[src/rtl/dbcd_pkg.sv]
package dbcd_pkg;
  parameter int unsigned RATIO_W = 3;
  typedef logic [RATIO_W-1:0] ratio_t;

  function automatic ratio_t bank_a_ratio(input logic sel);
    return sel ? ratio_t'(4) : ratio_t'(2);
  endfunction

  // {sel1, sel0}: 00->4, 01->6, 1x->5
  function automatic ratio_t bank_b_ratio(input logic [1:0] sel);
    case (sel)
      2'b00:   return ratio_t'(4);
      2'b01:   return ratio_t'(6);
      default: return ratio_t'(5);
    endcase
  endfunction
endpackage

[src/rtl/dbcd_en_sync.sv]
module dbcd_en_sync (
  input  logic clk_i,
  input  logic rst_ni,
  input  logic clk_en_ni,
  output logic run_o
);
  logic en_p_q;
  logic run_q;

  always_ff @(posedge clk_i or negedge rst_ni)
    if (!rst_ni) en_p_q <= 1'b0;
    else         en_p_q <= ~clk_en_ni;

  // second stage on the falling edge: rise then fall before any effect
  always_ff @(negedge clk_i or negedge rst_ni)
    if (!rst_ni) run_q <= 1'b0;
    else         run_q <= en_p_q;

  assign run_o = run_q;

  assert_run_follows_R6: assert property (@(posedge clk_i) disable iff (!rst_ni)
    run_q == en_p_q);
endmodule

[src/rtl/dbcd_bank.sv]
module dbcd_bank #(
  parameter int unsigned CNT_W = 3
) (
  input  logic             clk_i,
  input  logic             rst_ni,
  input  logic             run_i,
  input  logic [CNT_W-1:0] ratio_i,
  output logic             q_o
);
  localparam int unsigned EXT_W = CNT_W + 1;

  logic             active_q, active_d;
  logic [CNT_W-1:0] cnt_q, cnt_d;
  logic [CNT_W-1:0] ratio_q, ratio_d;
  logic             pos_q, pos_d;
  logic             neg_q, neg_d;
  logic             wrap;
  logic [EXT_W-1:0] hi_len;

  assign wrap = !active_q || (cnt_q == ratio_q - CNT_W'(1));

  always_comb begin
    active_d = active_q;
    ratio_d  = ratio_q;
    cnt_d    = cnt_q + CNT_W'(1);
    if (wrap) begin
      active_d = run_i;
      ratio_d  = ratio_i;
      cnt_d    = '0;
    end
    hi_len = (EXT_W'(ratio_d) + EXT_W'(1)) >> 1;
    pos_d  = active_d && (EXT_W'(cnt_d) < hi_len);
  end

  // odd ratio: trim the last high cycle at its falling edge
  assign neg_d = !(active_q && ratio_q[0] && (cnt_q == (ratio_q >> 1)));

  always_ff @(posedge clk_i or negedge rst_ni)
    if (!rst_ni) begin
      active_q <= 1'b0;
      cnt_q    <= '0;
      ratio_q  <= CNT_W'(2);
      pos_q    <= 1'b0;
    end else begin
      active_q <= active_d;
      cnt_q    <= cnt_d;
      ratio_q  <= ratio_d;
      pos_q    <= pos_d;
    end

  always_ff @(negedge clk_i or negedge rst_ni)
    if (!rst_ni) neg_q <= 1'b1;
    else         neg_q <= neg_d;

  assign q_o = pos_q & neg_q;

  assert_cnt_bound_R8: assert property (@(posedge clk_i) disable iff (!rst_ni)
    active_q |-> (cnt_q < ratio_q));
  assert_ratio_hold_R8: assert property (@(posedge clk_i) disable iff (!rst_ni)
    !wrap |=> $stable(ratio_q));
  assert_idle_low_R6: assert property (@(posedge clk_i) disable iff (!rst_ni)
    !active_q |-> !q_o);
  assert_trim_odd_R5: assert property (@(posedge clk_i) disable iff (!rst_ni)
    !neg_q |-> ratio_q[0]);
endmodule

[src/rtl/dual_bank_clk_div.sv]
module dual_bank_clk_div
  import dbcd_pkg::*;
#(
  parameter int unsigned PAIRS_A = 2,
  parameter int unsigned PAIRS_B = 2
) (
  input  logic               clk_i,
  input  logic               rst_ni,
  input  logic               clk_en_ni,
  input  logic               sel_a_i,
  input  logic [1:0]         sel_b_i,
  output logic [PAIRS_A-1:0] qa_o,
  output logic [PAIRS_A-1:0] qa_n_o,
  output logic [PAIRS_B-1:0] qb_o,
  output logic [PAIRS_B-1:0] qb_n_o
);
  logic   run;
  logic   qa, qb;
  ratio_t ratio_a, ratio_b;

  assign ratio_a = bank_a_ratio(sel_a_i);
  assign ratio_b = bank_b_ratio(sel_b_i);

  dbcd_en_sync u_sync (
    .clk_i    (clk_i),
    .rst_ni   (rst_ni),
    .clk_en_ni(clk_en_ni),
    .run_o    (run)
  );

  dbcd_bank #(.CNT_W(RATIO_W)) u_bank_a (
    .clk_i  (clk_i),
    .rst_ni (rst_ni),
    .run_i  (run),
    .ratio_i(ratio_a),
    .q_o    (qa)
  );

  dbcd_bank #(.CNT_W(RATIO_W)) u_bank_b (
    .clk_i  (clk_i),
    .rst_ni (rst_ni),
    .run_i  (run),
    .ratio_i(ratio_b),
    .q_o    (qb)
  );

  for (genvar i = 0; i < PAIRS_A; i++) begin : g_pair_a
    assign qa_o[i]   = qa;
    assign qa_n_o[i] = ~qa;
  end

  for (genvar i = 0; i < PAIRS_B; i++) begin : g_pair_b
    assign qb_o[i]   = qb;
    assign qb_n_o[i] = ~qb;
  end
endmodule

[config.mk]
export PLATFORM = sky130hd
export DESIGN_NAME = dual_bank_clk_div
export DESIGN_NICKNAME = d
export VERILOG_FILES = /design/src/rtl/dbcd_pkg.sv /design/src/rtl/dbcd_en_sync.sv /design/src/rtl/dbcd_bank.sv /design/src/rtl/dual_bank_clk_div.sv
export SDC_FILE = /design/constraint.sdc
export NUM_CORES = 1
export LEC_CHECK = 0
export BUFFER_PORTS_ARGS = -buffer_cell sky130_fd_sc_hd__buf_2
export CAP_MARGIN = 25
export CORE_ASPECT_RATIO = 1.25
export CORE_MARGIN = 2
export CORE_UTILIZATION = 60
export DETAILED_ROUTE_END_ITERATION = 8
export PLACE_DENSITY = 0.78
export SLEW_MARGIN = 20
export SYNTH_ARGS = -nofsm -noshare
export SYNTH_HDL_FRONTEND = slang
export SYNTH_SLANG_ARGS = --single-unit
export TNS_END_PERCENT = 100
[constraint.sdc]
create_clock -name clk_i -period 4.7 [get_ports clk_i]
set_clock_uncertainty 0.1 [all_clocks]
set_input_delay 0.705 -clock clk_i [delete_from_list [all_inputs] [get_ports clk_i]]
set_output_delay 0.705 -clock clk_i [all_outputs]
set_load 0.05 [all_outputs]
==> results of run 1 <==
==> cells in the mapped netlist, types with 2 or more instances <==
library cell,number
xor2_1,3
o21ai_0,4
a21oi_1,2
nand2_1,8
inv_1,12
nor2_1,8
or2_2,2
ha_1,10
buf_4,6
dfstp_2,4
o311a_2,2
dfrtp_1,15
xnor2_1,9
==> state kept, by name, indices dropped and copies added (netlist names) <==
| name | count |
|---|---|
| u_bank_a.active_q | 1 |
| u_bank_a.ratio_q | 3 |
| u_sync.run_o | 1 |
| u_bank_a.neg_q | 1 |
| u_sync.en_p_q | 1 |
| u_bank_b.neg_q | 1 |
| u_bank_a.pos_q | 1 |
| u_bank_b.active_q | 1 |
| u_bank_b.ratio_q | 3 |
| u_bank_b.pos_q | 1 |
| u_bank_a.cnt_q | 3 |
| u_bank_b.cnt_q | 3 |
==> path summary, 6_finish.rpt <==
kind                            cells past startpoint  slack, ns                start             endpoint
worst min register to register                      2       0.47  u_bank_a.ratio_q[1]  u_bank_a.ratio_q[1]
worst min-delay path                                1       0.24               rst_ni    u_bank_b.cnt_q[1]
min in group clk_i                                  2       0.44            clk_en_ni        u_sync.en_p_q
worst max register to register                      2       1.05    u_bank_b.cnt_q[0]       u_bank_b.neg_q
max in group asynchronous                           1       1.63               rst_ni       u_bank_a.neg_q
worst max-delay path                                3       0.32       u_bank_b.neg_q              qb_o[1]
==> layout by cell type (no fill, tap or decap) <==
cell and instances:
a221o_1 1, buf_2 13, a21o_1 1, o21ai_0 4, clkbuf_4 3, inv_1 13, o31ai_4 1, or4_1 1
clkbuf_1 1, or3_1 1, a21oi_1 2, nor2_1 8, o311a_2 2, a31oi_1 1, ha_1 10, or2_2 2
nand3_1 1, nand4_1 1, dfstp_2 4, xor3_1 1, dfrtn_1 1, nand2_1 8, mux2_4 1, xor2_1 3
xor3_2 1, nand3b_1 1, xnor2_1 9, dfrtp_1 15, o31ai_2 1
==> per-stage QoR <==
| stage | hold WS [ns] | std cells | utilization | setup slack, ns | instance area, um2 |
|---|---|---|---|---|---|
| floorplan | 0.309 | 100 | - | 0.381 | 1110 |
| global placement | 0.443 | 125 | 0.659 | 0.690 | 1150 |
| detailed placement | 0.461 | 125 | 0.659 | 0.669 | 1150 |
| CTS | 0.249 | 130 | 0.676 | 0.308 | 1180 |
| global route | 0.253 | 130 | 0.676 | 0.249 | 1180 |
| finish | 0.236 | 130 | 0.676 | 0.319 | 1180 |
==> final cells by class <==
type,instances,area (um2)
well taps,19,23.8
inverters,11,41.3
clock inverters,2,7.51
clock buffers,4,26.3
multi-input cells,61,509
flip-flops and latches,20,505
fillers,130,566
repair buffers,13,65.1
==> cells by family (layout without fill, tap and decap cells) <==
kind of cell,count (synthesis),after routing,share of synthesized area
simple gates,23,23,0.0947
flops,20,20,0.455
fa+ha+maj,10,10,0.113
compound gates,13,13,0.0992
mux,1,1,0.0135
buf+inv,19,30,0.0857
xor+xnor,14,14,0.139
==> metal layers <==
metal / vias up / track usage / routed length [um]
met5: - / 0 / 0
met1: 321 / 0.213 / 747
met3: 4 / 0.0243 / 55
met4: 0 / 0.0729 / 27
li1: 352 / - / -
met2: 16 / 0.295 / 809
==> summary.md, run 1 <==
| Metric | Value |
|---|---|
| Synth Net Count | about 120 |
| Worst path max stage delay | 0.51 ns |
| Post-synth EDFFs | 0 |
| WS Path Type | flop to output pin |
| IO Port Bufs | 13 |
| Setup TNS | 0 ns |
| WP buf/inv | 2 |
| Max clock buf depth | 2 |
| First-iteration detailed-routing DRC count | 6 |
| CTS-repair resized insts | 0 |
| Core area | 1740 um2 |
| H-tree levels | 1 |
| Maxcap violations | 0 |
| Least-Margin Pin Slew | 0.789 ns |
| CTS Buf Count | 3 |
| RSZ-0062 raised after global routing | no |
| Die area | between 2000 and 2500 um2 |
| Status | finished, final reports clean |
| CP Max Fanout | 3 |
| Final setup violation count | 0 |
| 1st-pass router iterations | 4 |
| # Post-CTS Setup Buffers | 0 |
| Crit. End Element | output pin |
| Cells after synthesis | 100 |
| Reg clk slew, reported paths | ~0.11 ns |
| Global placement routability congestion | 0.798 |
| Vias in the first global route | 669 |
| Largest net degree at the start of global routing | 21 |
| Post-synth ARST share | 1.00 |
| Share of the yosys chip area belonging to registers | 0.455 |
| Critical Path AT | 3.58 ns |
| CP delay by family, top | flip-flops |
| Total GRT Usage | 0.171 |
| Final WL | 1640 um |
| Routed length per instance | 12.6 um |
| Worst EP required | 3.89 ns |
| Hold_buf cts | 0 |
| CTS tree | built |
| Yosys top cell by area | dfrtp_1 |
| Io pins | 14 |
| Syn_area_per_cell | 11.1 um2 |
| Global-route wire length before repair | about 2800 um |
| Share of layout cells above drive strength 1 | 0.252 |
| Hold Path Class | input pin to async pin |
| Yosys cell types | 28 |
| Yosys top cell area share | 0.338 |
| Critical-path top delay cell | dfstp_2 |
| Top FF cell, synth | dfrtp_1 |
| Root Driver | clkbuf_4 |
| CP Cell Sequence | nand2_1 > inv_1 > buf_2 |
| Worst setup SP type | flop |
| Clk sinks | 20 |
| Pins over their slew limit | 0 |
| DR vias | 693 |
| Synth-to-layout area growth | 6.20% |
| GRT overflow | 0 |
| Die H | 52.1 um |
| Synthesized area | 1110 um2 |
| # rows | 17 |
| Clock latency on the worst-skew pair | 0.28 ns |
| Antenna fix cells | 0 |
| Yosys reg bits | 20 |
| Synth warn | 0 |
| DPL Wire Length | around 1300 um |
| Antenna Violating Nets Remaining | 0 |
| Die X | 42.5 um |
| Vias per cell | approximately 5.3 |
| Final Hold Fails | 0 |
| DRC | 0 |
| Initial Util | 0.636 |
| Initial antenna violation count | 0 |
| Fin nets | 128 |
| Synth top area cells | dfrtp_1, ha_1, dfstp_2 |
| Relative slew margins | 0.471 |
Power of run 1 is left out: the tool's default activity adds up to more than one toggle a clock period on the data nets, which glitch-free logic cannot reach.
==> inputs of run 2 (changes only) <==
CORE_UTILIZATION = 55   (was 60)
PLACE_DENSITY = 0.72   (was 0.78)
==> run 2 against run 1 <==
Net effect: critical endpoint unchanged; sequential cell count unchanged; count of clock-buffer cells in the layout unchanged; register-to-register slack about the same; core utilization decreased by 6.7 points; non-clock buffer count unchanged; die area increased by 8.3%; via count increased by 2.2%; global-route usage decreased by 0.40 points; worst setup slack got worse by 0.013 ns; largest cell class unchanged; cell count increased by 0.77%.
==> summary.md, run 2 (synthesis gave the netlist of run 1 again) <==
| Metric | Value |
|---|---|
| Status | finished, final reports clean |
| Vias per cell | 5.40 (+1.4%) |
| Global placement routability congestion | 0.781 (-2.2%) |
| Core area | 1940 um2 (+11%) |
| Io pins | 14 (unchanged) |
| Pins over their slew limit | 0 (unchanged) |
| Most frequent cells in the layout | dfrtp_1, inv_1, buf_2, ha_1, xnor2_1 |
| Final WL | 1630 um (-0.61%) |
| CTS-repair resized insts | 0 (unchanged) |
| H-tree levels | 1 (unchanged) |
| Hold Path Class | input pin to async pin |
| Leading cell type in the layout, fill and taps excluded | dfrtp_1 |
| Initial Util | 0.573 (-0.0633) |
| Relative slew margins | 0.505 (+0.0343) |
| Post-route setup slack | 0.307 ns (-0.0126 ns) |
| Critical-path top delay cell | dfstp_2 |
| Maxcap violations | 0 (unchanged) |
| Worst setup SP type | flop |
| Least-Margin Pin Slew | 0.738 ns (-0.0511 ns) |
| Crit. End Element | output pin |
| Vias in the first global route | 653 (-2.4%) |
| Largest net degree at the start of global routing | 21 (unchanged) |
| CP delay by family, top | flip-flops |
| DRC | 0 (unchanged) |
| Hold_buf cts | 0 (unchanged) |
| Critical Path Source | u_bank_b.neg_q |
| Reg clk slew, reported paths | 0.10 ns (about the same) |
| Worst path max stage delay | 0.50 ns (about the same) |
| RSZ-0062 raised after global routing | no |
| Routed length per instance | 12.4 um (-1.4%) |
| # Post-CTS Setup Buffers | 0 (unchanged) |
| First-iteration detailed-routing DRC count | 13 (+7) |
| CTS tree | built |
| GRT overflow | 0 (unchanged) |
| # rows | 18 (+1) |
| Setup TNS | 0 ns (unchanged) |
| Final setup violation count | 0 (unchanged) |
| Global-route wire length before repair | 2790 um (-1.2%) |
| WS Path Type | flop to output pin |
| Die X | 44.2 um (+4.0%) |
| Initial antenna violation count | 0 (unchanged) |
| IO Port Bufs | 13 (unchanged) |
| Clock latency on the worst-skew pair | 0.29 ns (about the same) |
| Worst EP required | 3.89 ns (about the same) |
| CTS Buf Count | 3 (unchanged) |
| Top Layer Used | met4 |
| Synth-to-layout area growth | 6.31% |
| WP buf/inv | 2 (unchanged) |
| Routed metal-1 wirelength | 732 um (-2.0%) |
| Antenna fix cells | 0 (unchanged) |
| Met2 WL | 817 um (+0.99%) |
| DPL Wire Length | 1300 um (-2.6%) |
| Worst r2r src | u_bank_b.cnt_q[0] |
| Max clock buf depth | 2 (unchanged) |
| Die H | 54.2 um (+4.1%) |
| Post-Route Utilization | 0.609 (-0.0666) |
| Share of layout cells above drive strength 1 | 0.252 (unchanged) |
| Clk sinks | 20 (unchanged) |
| CP Cell Sequence | nand2_1 > inv_1 > buf_2 |
| CP Max Fanout | 3 (unchanged) |
| Final Hold Fails | 0 (unchanged) |
| DR vias | 708 (+2.2%) |
| Critical Path AT | 3.59 ns (about the same) |
| Die area | 2400 um2 (+8.3%) |
| Antenna Violating Nets Remaining | 0 (unchanged) |
| Total GRT Usage | 0.167 (-0.00397) |
| Root Driver | clkbuf_4 |
| 1st-pass router iterations | 4 (unchanged) |
| Routed wl met3 | 69 um (+25%) |
| Post-Place Setup Slack | 0.663 ns (-0.00549 ns) |
| Fin nets | 128 (unchanged) |
run 2: through the flow:
step / area [um2] / hold WS, ns / std cells
final: 1180 / 0.230 / 131
after global routing: 1180 / 0.251 / 131
after CTS: 1180 / 0.235 / 131
after detailed placement: 1150 / 0.437 / 126
after global placement: 1150 / 0.439 / 126
after floorplan: 1110 / 0.309 / 100
run 2: path summary, 6_finish.rpt:
| kind | to | cells past startpoint | slack (ns) |
|---|---|---|---|
| min reg2reg | u_bank_a.ratio_q[1] | 2 | 0.46 |
| max in group asynchronous | u_bank_b.neg_q | 1 | 1.63 |
| min in group clk_i | u_sync.en_p_q | 2 | 0.44 |
| max | qb_o[1] | 3 | 0.31 |
| min | u_bank_a.cnt_q[2] | 1 | 0.23 |
| max reg2reg | u_bank_b.neg_q | 2 | 1.06 |
run 2: worst register-to-register path, delay by kind of cell, from the launching register on:
kind	cells	cell delay, ns
flops	1	0.46
simple gates	1	0.52
xor+xnor	1	0.18
run 2: layout make-up:
type	instances	area [um2]
clock inverters	2	7.51
clock buffers	4	26.3
inverters	11	41.3
repair buffers	13	65.1
fillers	179	757
flip-flops and latches	20	505
multi-input cells	61	509
well taps	20	25.0
run 2: per-layer routing:
metal	vias to the layer above	track usage
met5	-	0
met4	0	0.0758
met3	2	0.0495
met2	14	0.275
met1	341	0.202
li1	351	-
Power of run 2 is left out for the same reason.
==> inputs of run 3 (changes only) <==
CTS_BUF_LIST = sky130_fd_sc_hd__clkbuf_4 sky130_fd_sc_hd__clkbuf_8 sky130_fd_sc_hd__clkbuf_16   (was default)
==> run 3 against run 2 <==
Net effect: core utilization rose by 0.19 points; worst setup slack barely moved; first-iteration DRC count rose by 7.7%; non-clock buffer count did not move; sequential share of layout area fell by 0.14 points; final area rose by 0.32%; register-to-register slack barely moved; cell count did not move; wire length fell by 0.12%; global-route usage did not move; critical path type unchanged; largest cell class unchanged.
==> summary.md, run 3 (synthesis gave the netlist of run 1 again) <==
| Metric | Value |
|---|---|
| Global placement routability congestion | 0.781 (unchanged) |
| Clock latency on the worst-skew pair | 0.29 ns (about the same) |
| Relative slew margins | 0.512 (+0.00642) |
| R2R depth | 2 (unchanged) |
| Least-Margin Pin Slew | 0.728 ns (-0.00958 ns) |
| Maxcap violations | 0 (unchanged) |
| Synth-to-layout area growth | 6.65% |
| Setup TNS | 0 ns (unchanged) |
| Reg clk slew, reported paths | 0.10 ns (about the same) |
| Io pins | 14 (unchanged) |
| Core area | 1940 um2 (unchanged) |
| Share of layout cells above drive strength 1 | 0.261 (+0.00901) |
| Die area | 2400 um2 (unchanged) |
| DRC | 0 (unchanged) |
| WS Path Type | flop to output pin |
| Vias per cell | 5.41 (+0.14%) |
| Initial Util | 0.573 (unchanged) |
| CTS tree | built |
| Antenna fix cells | 0 (unchanged) |
| Largest net degree at the start of global routing | 21 (unchanged) |
| Total GRT Usage | 0.167 (unchanged) |
| Die X | 44.2 um (unchanged) |
| Routed length per instance | 12.4 um (-0.12%) |
| Pins over their slew limit | 0 (unchanged) |
| Die H | 54.2 um (unchanged) |
| Inst Count DP | 126 (unchanged) |
| # rows | 18 (unchanged) |
| DR vias | 709 (+0.14%) |
| # Post-CTS Setup Buffers | 0 (unchanged) |
| Vias in the first global route | 653 (unchanged) |
| CTS Buf Count | 3 (unchanged) |
| 1st-pass router iterations | 4 (unchanged) |
| Worst setup SP type | flop |
| R2R Setup Slk | 1.06 ns (about the same) |
| Antenna Violating Nets Remaining | 0 (unchanged) |
| Hold Path Class | input pin to async pin |
| Critical Path AT | 3.59 ns (about the same) |
| Final setup violation count | 0 (unchanged) |
| Initial antenna violation count | 0 (unchanged) |
| Worst r2r src | u_bank_b.cnt_q[0] |
| H-tree levels | 1 (unchanged) |
| Worst reg2reg endpoint | u_bank_b.neg_q |
| Global-route wire length before repair | 2790 um (unchanged) |
| FILL cells | 178 (-0.56%) |
| Hold_buf cts | 0 (unchanged) |
| Worst EP required | 3.89 ns (about the same) |
| DPL Wire Length | 1300 um (unchanged) |
| Clk sinks | 20 (unchanged) |
| Crit. End Element | output pin |
| First-iteration detailed-routing DRC count | 14 (+1) |
| Leading cell type in the layout, fill and taps excluded | dfrtp_1 |
| Fin nets | 128 (unchanged) |
| CTS-repair resized insts | 0 (unchanged) |
| Post-Route Utilization | 0.611 (+0.00194) |
| Final Hold Fails | 0 (unchanged) |
| Final WL | 1630 um (-0.12%) |
| CP Max Fanout | 3 (unchanged) |
| IO Port Bufs | 13 (unchanged) |
| Most frequent cells in the layout | dfrtp_1, inv_1, buf_2, ha_1, xnor2_1 |
| Max clock buf depth | 2 (unchanged) |
| Root Driver | clkbuf_4 |
| Status | finished, final reports clean |
| GRT overflow | 0 (unchanged) |
| Post-Layout Cell Count | 131 (unchanged) |
| RSZ-0062 raised after global routing | no |
## run 3: per-layer routing
metal  global-route usage  up-vias  part of all wire
li1                     -      352                 -
met1                0.202      340              0.45
met2                0.275       15              0.50
met3               0.0495        2             0.042
met4               0.0758        0            0.0061
met5                    0        -                 0
## run 3: how the worst max path moves through the flow
| stage | from | slack, ns | endpoint | cells after the start |
|---|---|---|---|---|
| 2_1_floorplan | u_bank_a.neg_q | 0.38 | qa_o[0] | 3 |
| 3_3_place_gp | u_bank_b.neg_q | 0.69 | qb_o[0] | 3 |
| 3_5_place_dp | u_bank_b.neg_q | 0.66 | qb_o[0] | 3 |
| 4_1_cts | u_bank_b.neg_q | 0.29 | qb_o[0] | 3 |
| 5_1_grt | u_bank_b.neg_q | 0.23 | qb_o[1] | 3 |
| 6_report | u_bank_b.neg_q | 0.31 | qb_o[1] | 3 |
## run 3: worst max-delay path, cell delays in order, from the launching register on
cell and delay [ns]:
dfstp_2 0.50, nand2_1 0.07, inv_1 0.07, buf_2 0.25
## run 3: area by class of cell
type	count	area, um2	area share
clock buffers	4	30.0	0.0254
clock inverters	2	7.51	0.00634
inverters	11	41.3	0.0349
multi-input cells	61	509	0.430
flip-flops and latches	20	505	0.427
well taps	20	25.0	0.0211
repair buffers	13	65.1	0.0550
## run 3: stage by stage
stage	setup slack (ns)	area, um2	hold slack (ns)
global route	0.234	1180	0.252
global placement	0.687	1150	0.439
finish	0.307	1180	0.230
CTS	0.288	1180	0.232
floorplan	0.381	1110	0.309
detailed placement	0.663	1150	0.437
Power of run 3 is left out for the same reason.
